## config.mk

```make
export PLATFORM = sky130hd
export DESIGN_NAME = aes3_subframe_seq
export DESIGN_NICKNAME = d
export VERILOG_FILES = /design/src/rtl/aes3_subframe_seq.sv
export SDC_FILE = /design/constraint.sdc
export NUM_CORES = 1
export LEC_CHECK = 0
export ABC_AREA = 1
export BUFFER_PORTS_ARGS = -buffer_cell sky130_fd_sc_hd__buf_2
export CAP_MARGIN = 10
export CORE_ASPECT_RATIO = 0.6
export CORE_MARGIN = 5
export CORE_UTILIZATION = 55
export DETAILED_ROUTE_END_ITERATION = 10
export GPL_ROUTABILITY_DRIVEN = 0
export GPL_TIMING_DRIVEN = 0
export PLACE_DENSITY_LB_ADDON = 0.05
export RECOVER_POWER = 100
export SKIP_CTS_REPAIR_TIMING = 1
export SLEW_MARGIN = 40
export SYNTH_ARGS = -nofsm -noshare
export SYNTH_HDL_FRONTEND = slang
export SYNTH_SLANG_ARGS = --single-unit
```

## constraint.sdc

```tcl
create_clock -name clk -period 2.9 [get_ports clk]
set_input_delay 0.29 -clock clk [delete_from_list [all_inputs] [get_ports clk]]
set_output_delay 0.29 -clock clk [all_outputs]
set_load 0.01 [all_outputs]
```

## src/rtl/aes3_subframe_seq.sv

```systemverilog
module aes3_subframe_seq #(
  parameter int SUB_CLKS = 64,
  parameter int FRAMES   = 192,
  parameter int SYNC_MIN = 4
) (
  input  logic       clk,
  input  logic       rst_n,
  input  logic       mono,
  input  logic       sync_dir_out,
  input  logic       wclk_pol,
  input  logic       wclk_in,
  input  logic       sync_in,
  input  logic       c_in,
  input  logic       u_in,
  input  logic       v_in,
  output logic       sync_out,
  output logic       sync_oe,
  output logic       vwclk,
  output logic       sf_stb,
  output logic [1:0] pre,
  output logic       c_out,
  output logic       u_out,
  output logic       v_out
);
  localparam int CW = $clog2(SUB_CLKS);
  localparam int FW = $clog2(FRAMES);
  localparam int SW = $clog2(SYNC_MIN + 1);
  localparam logic [1:0] PRE_X = 2'd0;
  localparam logic [1:0] PRE_Y = 2'd1;
  localparam logic [1:0] PRE_Z = 2'd2;

  logic [CW-1:0] sub_cnt;
  logic [FW-1:0] frame;
  logic [SW-1:0] hi_cnt;
  logic          sub_b, a_q;

  wire a_lvl      = wclk_in ^ wclk_pol;
  wire lead       = sync_dir_out & a_lvl & ~a_q;
  wire restart    = ~sync_dir_out & sync_in & (hi_cnt == SW'(SYNC_MIN - 1));
  wire tick       = sub_cnt == CW'(SUB_CLKS - 1);
  wire step       = sync_dir_out ? (lead | (tick & ~mono & ~sub_b)) : tick;
  wire next_b     = (lead & ~mono) ? 1'b0 : ~sub_b;
  wire frame_last = frame == FW'(FRAMES - 1);

  always_ff @(posedge clk or negedge rst_n) begin
    if (!rst_n) begin
      sub_cnt <= '0;
      sub_b   <= 1'b0;
      frame   <= '0;
      hi_cnt  <= '0;
      a_q     <= 1'b0;
      {c_out, u_out, v_out} <= 3'b000;
    end else begin
      a_q <= a_lvl;
      if (!sync_in)                     hi_cnt <= '0;
      else if (hi_cnt != SW'(SYNC_MIN)) hi_cnt <= hi_cnt + 1'b1;

      if (restart) begin
        sub_cnt <= '0;
        sub_b   <= 1'b0;
        frame   <= '0;
      end else if (step) begin
        sub_cnt <= '0;
        sub_b   <= next_b;
        if (!next_b) frame <= frame_last ? '0 : frame + 1'b1;
      end else if (!tick) begin
        sub_cnt <= sub_cnt + 1'b1;
      end

      if (sf_stb) {c_out, u_out, v_out} <= {c_in, u_in, v_in};
    end
  end

  assign sf_stb   = sub_cnt == '0;
  assign pre      = sub_b ? PRE_Y : ((frame == '0) ? PRE_Z : PRE_X);
  assign vwclk    = mono ? (sub_cnt < CW'(SUB_CLKS / 2)) : ~sub_b;
  assign sync_oe  = sync_dir_out;
  assign sync_out = sync_dir_out & (frame == '0);
endmodule


```

==> results of run 1 <==
worst paths after layout:
| check | from | end | slack, ns | cells past startpoint |
|---|---|---|---|---|
| max | hi_cnt[0] | frame[0] | 0.76 | 8 |
| min | u_in | u_out | 0.23 | 3 |
| max reg2reg | hi_cnt[0] | frame[0] | 0.76 | 8 |
| min reg2reg | u_out | u_out | 0.49 | 2 |
| max in group asynchronous | rst_n | frame[5] | 1.96 | 1 |
| min in group asynchronous | rst_n | sub_cnt[1] | 0.24 | 1 |
synthesized netlist by cell type:
| master | number |
|---|---|
| o21ai_2 | 5 |
| nand2_1 | 51 |
| a21boi_0 | 1 |
| nor3_1 | 2 |
| or2_2 | 1 |
| nand3_1 | 13 |
| nand3_4 | 2 |
| nor2_4 | 1 |
| a21oi_1 | 6 |
| o21ai_1 | 1 |
| o21ai_0 | 8 |
| xor2_1 | 1 |
| nand2_2 | 1 |
| nand3b_1 | 1 |
| nor2_1 | 19 |
| dfrtp_1 | 22 |
| buf_6 | 1 |
| buf_4 | 2 |
| nand2_4 | 1 |
| and3_2 | 1 |
| nand4_1 | 4 |
| inv_1 | 24 |
| nand3_2 | 1 |
| ha_1 | 7 |
metal layers:
metal,vias to the layer above,GRT usage (%)
met1,559,25.5
li1,605,-
met5,-,0
met2,36,27.6
met3,4,5.35
met4,0,5.72
layout make-up:
| class | count | area, um^2 | area share, % |
|---|---|---|---|
| plain buffers | 3 | 26.3 | 1.79 |
| clock buffers | 4 | 55.1 | 3.74 |
| inverters | 24 | 90.1 | 6.12 |
| multi-input cells | 127 | 633 | 43.0 |
| flip-flops and latches | 22 | 551 | 37.4 |
| well taps | 30 | 37.5 | 2.55 |
| repair buffers | 18 | 78.8 | 5.36 |
logic make-up (layout without fill, tap and decap cells):
group | after synthesis | count (layout)
AND/OR/NAND/NOR | 98 | 98
buffers and inverters | 27 | 49
flip-flops | 22 | 22
AO/OA/AOI/OAI | 21 | 21
adder cells (fa/ha/maj) | 7 | 7
XOR/XNOR | 1 | 1
registers in the layout, summed over array words and instances (netlist names):
register and flops:
v_out 1, frame 8, c_out 1, hi_cnt 3
a_q 1, sub_b 1, u_out 1, sub_cnt 6
report_power, final:
| group | total, W | internal, W | switching (W) |
|---|---|---|---|
| logic | 0.000456 | 0.000183 | 0.000273 |
| registers | 0.000535 | 0.000414 | 0.000121 |
| clock network | 0.000222 | 0.000121 | 0.000101 |
worst max-delay path, stage by stage (launching register included):
cell and delay, ns:
dfrtp_1 0.41, ha_1 0.21, ha_1 0.17, nand3_1 0.28
nand3_1 0.33, nand2_1 0.31, buf_6 0.18, nand2_1 0.05
o21ai_0 0.09
per-stage QoR:
step           std cells  power, W
2_1_floorplan        176  0.000867
3_3_place_gp         224  0.000995
3_5_place_dp         224   0.00103
4_1_cts              228   0.00126
5_1_grt              228   0.00132
6_report             228   0.00121
==> results by group, run 1 <==
Layout
  – Ant diodes: 0
  – Total Nets Final: 216
  – Commonest non-fill, non-tap cells in the layout: 52 x nand2_1, 24 x inv_1, 22 x dfrtp_1
  – Most common cell after layout, fill and taps aside: nand2_1
  – Layout cell share with drive strength beyond 1: 11.1%
  – Area Overhead vs Synth: 9.19%
  – Post-route cell area: 1470 um^2
  – Core Util, Final: 65.6%
  – Number of fillers in the final layout: 201

Synthesis
  – Sequential-to-total area share from yosys stat: 40.9%
  – Synth area leader: dfrtp_1
  – Distinct cell type count of the synthesized netlist: 24
  – Post-Synth XOR/XNOR Area: 0.650%
  – Largest family of logic cells by synthesized area: simple AND/OR/NAND/NOR gates
  – Synthesized flop and latch total: 22
  – Syn Nets: 193
  – Top post-synthesis cells by area: dfrtp_1 41%, nand2_1 14%, inv_1 6.7%
  – Post-Synthesis Cell Area: 1350 um^2
  – Synth Warn #: 0
  – Post-synthesis compound-gate area fraction: 9.38%
  – Gate Count Post-Synth: 176
  – Post-Syn Area per Cell: 7.66 um^2
  – Synth Area in Simple Gates: 34.0%
  – Adder-cell share of the synthesized area: 6.50%
  – Share of Yosys cell area claimed by the top area cell type: 40.9%
  – Multiplexer area fraction after synthesis: 0%

Power
  – Static leakage: 0.756 nW
  – Max IR drop VDD: 0.419 mV
  – Pwr/cell area: 824 nW/um^2

Global routing
  – Largest net degree at the start of global routing: 23
  – GR Overflow Total: 0
  – Initial antenna violation count: 0
  – GRT Total Usage: 18.5%
  – Vias in the first global route: 1141
  – First-pass GRT wire length: 5130 um

Timing
  – Crit share post-route: 73.7%
  – Final worst slack: 0.762 ns
  – RSZ-0062 raised after global routing: false
  – Slew @ Worst Pin: 1.18 ns
  – Final Hold Fails: 0
  – Clk_skew: 0.00248 ns
  – Total negative setup slack: 0 ns
  – Hold Worst Slack: 0.227 ns
  – Final setup vio count: 0
  – Relative slew slack: 21.4%
  – Max Slew Vio Count: 0
  – FMAX: 468 MHz
  – Tmin final: 2.14 ns

Floorplan
  – Die X: 73.9 um
  – Die height: 48.3 um
  – Core Area: 2240 um^2
  – Die area: 3570 um^2
  – FP Rows: 13
  – Starting Density: 60.0%
  – I/O Pins: 19

CTS
  – CTS root buf: clkbuf_8
  – Clock Latency Late Sink: 0.27 ns
  – Bufs on Longest Clock Path: 2
  – # clock sinks: 22
  – CTS buffer count: 3
  – Reg clk slew, reported paths: 0.08 ns
  – CTS tree: yes
  – H-tree level count: 1

Drt
  – Drt wl/cell: 13.1 um
  – Routed vias/inst: 5.28
  – Detailed Route Iter0 Violations: 138
  – Met2 wire len: 1300 um
  – Top Metal Used: met4
  – Drt first pass iters: 4
  – Total vias in the final route: 1204
  – WL met3: 182 um
  – M1 wire length: 1490 um
  – Detail Route Antenna Nets: 0
  – DRC errors left: 0
  – Drt total wl: 3000 um

Worst hold path
  – Hold Crit Class: input port to register

Setup path
  – CP Data Required Time: 3.07 ns
  – CP max FO: 10
  – Kind of critical path: register to register
  – Critical Path End Type: register
  – Worst EP arrival: 2.31 ns
  – Worst setup SP type: register

Place
  – Final HPWL DP: 2270 um
  – DP Worst Slack: 1.17 ns
  – # port buffers: 18
  – DP Area: 1480 um^2

Outcome
  – Outcome: completed

Job
  – Max Cap Viol: 0
No activity file was read; power rests on OpenSTA's default activity.
==> run 2: changes to the inputs <==
clock period = 2.1 ns   (was 2.9 ns; I/O delays follow)
==> run 2 against run 1 <==
Sequential power is 37% higher. Register-to-register slack worse by 0.46 ns. Cell area increased by 2.6%. Global-route usage unchanged. Flip-flop and latch count is the same. Clock-buffer cell count is the same. Cell count up 0.44%. Total power increased by 40%. Critical path type unchanged. Highest routed layer unchanged.
==> results by group, run 2 (synthesis results as in run 1) <==
Worst hold path
  – Hold_sp: u_in
  – Hold Crit Class: input port to register

Timing
  – Total negative setup slack: 0 ns
  – Tmin final: 1.80 ns
  – Final setup vio count: 0
  – RSZ-0062 raised after global routing: false
  – FMAX: 557 MHz
  – Clk_skew: 0.00615 ns
  – Hold Worst Slack: 0.147 ns
  – Slew @ Worst Pin: 1.21 ns
  – Final Hold Fails: 0
  – Max Slew Vio Count: 0
  – Crit share post-route: 85.6%
  – Relative slew slack: 19.6%

Layout
  – Most common cell after layout, fill and taps aside: nand2_1
  – Commonest non-fill, non-tap cells in the layout: 51 x nand2_1, 24 x inv_1, 22 x dfrtp_1
  – Ant diodes: 0
  – Largest registers: frame x8, sub_cnt x6, hi_cnt x3
  – Fin cells: 229
  – Core Util, Final: 67.2%
  – Total Nets Final: 217
  – Area Overhead vs Synth: 12.0%
  – Layout cell share with drive strength beyond 1: 12.1%
  – Biggest register: frame
  – Largest register FFs: 8

CTS
  – Reg clk slew, reported paths: 0.08 ns
  – H-tree level count: 1
  – CTS tree: yes
  – Clock Latency Late Sink: 0.27 ns
  – # clock sinks: 22
  – CTS buffer count: 3
  – CTS root buf: clkbuf_8
  – Bufs on Longest Clock Path: 2

Floorplan
  – Die area: 3570 um^2
  – I/O Pins: 19
  – Core Area: 2240 um^2
  – Die height: 48.3 um
  – FP Rows: 13
  – Die X: 73.9 um
  – Starting Density: 60.0%

Setup path
  – CP Data Required Time: 2.29 ns
  – CP max FO: 10
  – Reg-to-Reg Start: hi_cnt[0]
  – Worst EP arrival: 1.98 ns
  – Kind of critical path: register to register
  – CP startpoint: hi_cnt[0]
  – Worst setup SP type: register
  – Critical Path End Type: register

Drt
  – DRC errors left: 0
  – Routed vias/inst: 5.24
  – Detailed Route Iter0 Violations: 168
  – Drt first pass iters: 4
  – Drt total wl: 3020 um
  – Total vias in the final route: 1199
  – Drt wl/cell: 13.2 um
  – Detail Route Antenna Nets: 0

Power
  – Max IR drop VDD: 0.583 mV
  – Sw Share: 41.0%
  – Fraction of power consumed by combinational cells: 38.3%
  – Clk pwr share: 18.3%
  – Internal: 0.000998 W
  – Switching power: 0.000695 W
  – Sequential Power Share: 43.4%
  – Pwr/cell area: 1120 nW/um^2
  – Static leakage: 0.774 nW

Global routing
  – GR Overflow Total: 0
  – Vias in the first global route: 1141
  – GRT Total Usage: 18.5%
  – First-pass GRT wire length: 5130 um
  – Largest net degree at the start of global routing: 23
  – Initial antenna violation count: 0

Outcome
  – Outcome: completed

Job
  – Max Cap Viol: 0

Place
  – Dpl cells: 224
  – Final HPWL DP: 2270 um
  – # port buffers: 18
run 2: cell type report:
cell class	instances	area, um^2
Inverter	24	90.1
Clock buffer	4	55.1
Buffer	3	26.3
Sequential cell	22	551
Fill cell	194	736
Tap cell	30	37.5
Multi-Input combinational cell	127	661
Timing Repair Buffer	19	88.8
run 2: per-stage QoR:
step | power, W | worst slack [ns] | instance area, um^2
floorplan | 0.00120 | 0.556 | 1350
global placement | 0.00137 | 0.421 | 1480
detailed placement | 0.00142 | 0.370 | 1480
CTS | 0.00174 | 0.341 | 1530
global route | 0.00184 | 0.185 | 1510
finish | 0.00169 | 0.303 | 1510
run 2: power groups by stage:
stage	registers, W	clock network, W	logic (W)
after floorplan	0.000714	0	0.000484
after global placement	0.000727	0	0.000647
after detailed placement	0.000741	0	0.000683
after CTS	0.000733	0.000314	0.000688
after global routing	0.000759	0.000333	0.000744
final	0.000735	0.000310	0.000648
run 2: critical path, stage by stage (launching register included):
cell and delay [ns]:
dfrtp_1 0.41, ha_1 0.21, ha_1 0.21, nand3_4 0.14, inv_1 0.10, nor2_1 0.13, nand2_1 0.11, nand2_4 0.12
buf_6 0.14, nand2_1 0.05, o21ai_0 0.08
run 2: worst paths after layout:
kind,endpoint,slack [ns],cells past startpoint
worst max-delay path,frame[0],0.30,10
worst min-delay path,u_out,0.15,3
worst max register to register,frame[0],0.30,10
worst min register to register,u_out,0.49,2
max in group asynchronous,frame[3],0.68,2
min in group asynchronous,sub_cnt[1],0.70,2
run 2: routing by layer:
metal / global-route usage (%) / vias up / part of all wire (%)
li1: - / 605 / -
met1: 25.5 / 537 / 48
met2: 27.6 / 51 / 44
met3: 5.35 / 6 / 7.2
met4: 5.72 / 0 / 0.96
met5: 0 / - / 0
==> run 3: changes to the inputs <==
CORE_UTILIZATION = 40   (was 55)
==> run 3 against run 2 <==
Die area grew 31%. Register-to-register slack improved by 0.05 ns. Via count fell by 3.0%. Setup slack better by 0.053 ns. Critical path type unchanged. Critical endpoint is now frame[4]. Largest power group unchanged.
==> results by group, run 3 (synthesis results as in run 1) <==
Outcome
  – Outcome: completed

Setup path
  – Cell with the largest stage delay on the worst path: dfrtp_1
  – Crit-path cells: ha_1 -> ha_1 -> nand3_4 -> inv_1 -> nor2_1 -> nand2_1 -> nand2_4 -> buf_6 -> nand2_1 -> o21ai_0
  – RR Endpoint: frame[4]
  – CP Data Required Time: 2.28 ns
  – CP max FO: 10
  – Worst r2r path cells: 10
  – Reg-to-Reg Start: hi_cnt[0]
  – Kind of critical path: register to register
  – R2R Setup Slk: 0.36 ns
  – Worst setup SP type: register
  – CP peak stage delay: 0.42 ns
  – Critical path's top delay family: simple AND/OR/NAND/NOR gates
  – Worst EP arrival: 1.93 ns
  – Buffers and inverters on the worst path: 2
  – Levels on crit path: 10
  – Critical Path End Type: register

Timing
  – RSZ-0062 raised after global routing: false
  – FMAX: 574 MHz
  – Final Hold Fails: 0
  – Relative slew slack: 19.0%
  – Slew @ Worst Pin: 1.22 ns
  – Clk_skew: 0.00280 ns
  – Final worst slack: 0.356 ns
  – Crit share post-route: 83.0%
  – Total negative setup slack: 0 ns
  – Tmin final: 1.74 ns
  – Max Slew Vio Count: 0
  – Final setup vio count: 0

Power
  – Sequential Power Share: 45.1%
  – Internal: 0.000956 W
  – Sw Share: 40.8%
  – Power, Total: 0.00161 W
  – Switching power: 0.000658 W
  – Pwr/cell area: 1060 nW/um^2
  – Fraction of power consumed by combinational cells: 38.7%
  – Static leakage: 0.767 nW
  – Clk pwr share: 16.2%
  – Max IR drop VDD: 0.348 mV

Layout
  – Total Nets Final: 217
  – Commonest non-fill, non-tap cells in the layout: 51 x nand2_1, 24 x inv_1, 22 x dfrtp_1
  – Register area: 551 um^2
  – Largest registers: frame x8, sub_cnt x6, hi_cnt x3
  – Core Util, Final: 46.8%
  – Biggest register: frame
  – Number of fillers in the final layout: 336
  – Layout cell share with drive strength beyond 1: 12.1%
  – Area occupied by multi-input gates: 666 um^2
  – Ant diodes: 0
  – Most common cell after layout, fill and taps aside: nand2_1
  – Area Overhead vs Synth: 12.7%
  – Largest register FFs: 8

Drt
  – Total vias in the final route: 1163
  – Drt wl/cell: 11.2 um
  – DRC errors left: 0
  – Drt first pass iters: 4
  – Drt total wl: 2730 um
  – Detail Route Antenna Nets: 0
  – Detailed Route Iter0 Violations: 72
  – Routed vias/inst: 4.79

Worst hold path
  – Hold_sp: v_in
  – Worst Hold Depth: 3
  – Hold Crit Class: input port to register
  – Min-Delay Endpoint: v_out

Floorplan
  – Die height: 55.0 um
  – Starting Density: 41.6%
  – FP Rows: 16
  – Core Area: 3240 um^2
  – Die X: 84.9 um
  – I/O Pins: 19
  – Die area: 4670 um^2

CTS
  – CTS buffer count: 3
  – CTS root buf: clkbuf_8
  – H-tree level count: 1
  – Reg clk slew, reported paths: 0.08 ns
  – Clock Latency Late Sink: 0.26 ns
  – CTS tree: yes
  – Bufs on Longest Clock Path: 2
  – # clock sinks: 22

Global routing
  – GRT Total Usage: 13.7%
  – Largest net degree at the start of global routing: 23
  – First-pass GRT wire length: 4910 um
  – Vias in the first global route: 1084
  – GR Overflow Total: 0
  – Initial antenna violation count: 0

Job
  – Max Cap Viol: 0

Place
  – DP Worst Slack: 0.365 ns
  – # port buffers: 18
  – Final HPWL DP: 2100 um
==> run 3: changes by cell type in the layout (fill, tap and decap cells not counted), sizes merged <==
cell    change
clkbuf      -1
==> run 3: how the worst max path moves through the flow <==
stage                     startpoint        to  slack (ns)
final                      hi_cnt[0]  frame[4]        0.36
after global routing       hi_cnt[0]  frame[2]        0.22
after CTS                  hi_cnt[0]  frame[4]        0.35
after detailed placement   hi_cnt[0]  frame[4]        0.36
after global placement     hi_cnt[0]  frame[6]        0.38
after floorplan            hi_cnt[0]  frame[4]        0.56
==> run 3: metal layers <==
layer	up-vias	GRT usage (%)	wire length [um]
met3	2	4.29	165
met4	0	2.37	12
li1	604	-	-
met5	-	0	0
met2	20	22.5	1170
met1	537	18.4	1390
==> run 3: per-stage QoR <==
stage / instance area (um^2) / hold slack (ns) / instances
after CTS: 1540 / -0.0656 / 242
after floorplan: 1350 / -0.0856 / 176
after global placement: 1490 / 0.210 / 239
after detailed placement: 1490 / 0.222 / 239
after global routing: 1520 / 0.165 / 243
final: 1520 / 0.143 / 243
==> run 3: area by class of cell <==
class,count,area share (%)
well taps,45,3.71
flip-flops and latches,22,36.2
plain buffers,3,1.73
repair buffers,19,5.85
clock buffers,3,2.72
inverters,24,5.93
multi-input cells,127,43.8
==> run 3: power by group through the flow <==
stage          Clock, W  Combinational (W)  Sequential, W
5_1_grt        0.000292           0.000752       0.000752
3_5_place_dp          0           0.000672       0.000732
4_1_cts        0.000275           0.000676       0.000726
2_1_floorplan         0           0.000484       0.000714
6_report       0.000262           0.000625       0.000728
3_3_place_gp          0           0.000656       0.000728
==> run 3: worst register-to-register path: stages, from the launching register on <==
cell and delay, ns:
dfrtp_1 0.42, ha_1 0.22, ha_1 0.21, nand3_4 0.15, inv_1 0.10, nor2_1 0.10, nand2_1 0.09, nand2_4 0.12
buf_6 0.15, nand2_1 0.05, o21ai_0 0.07
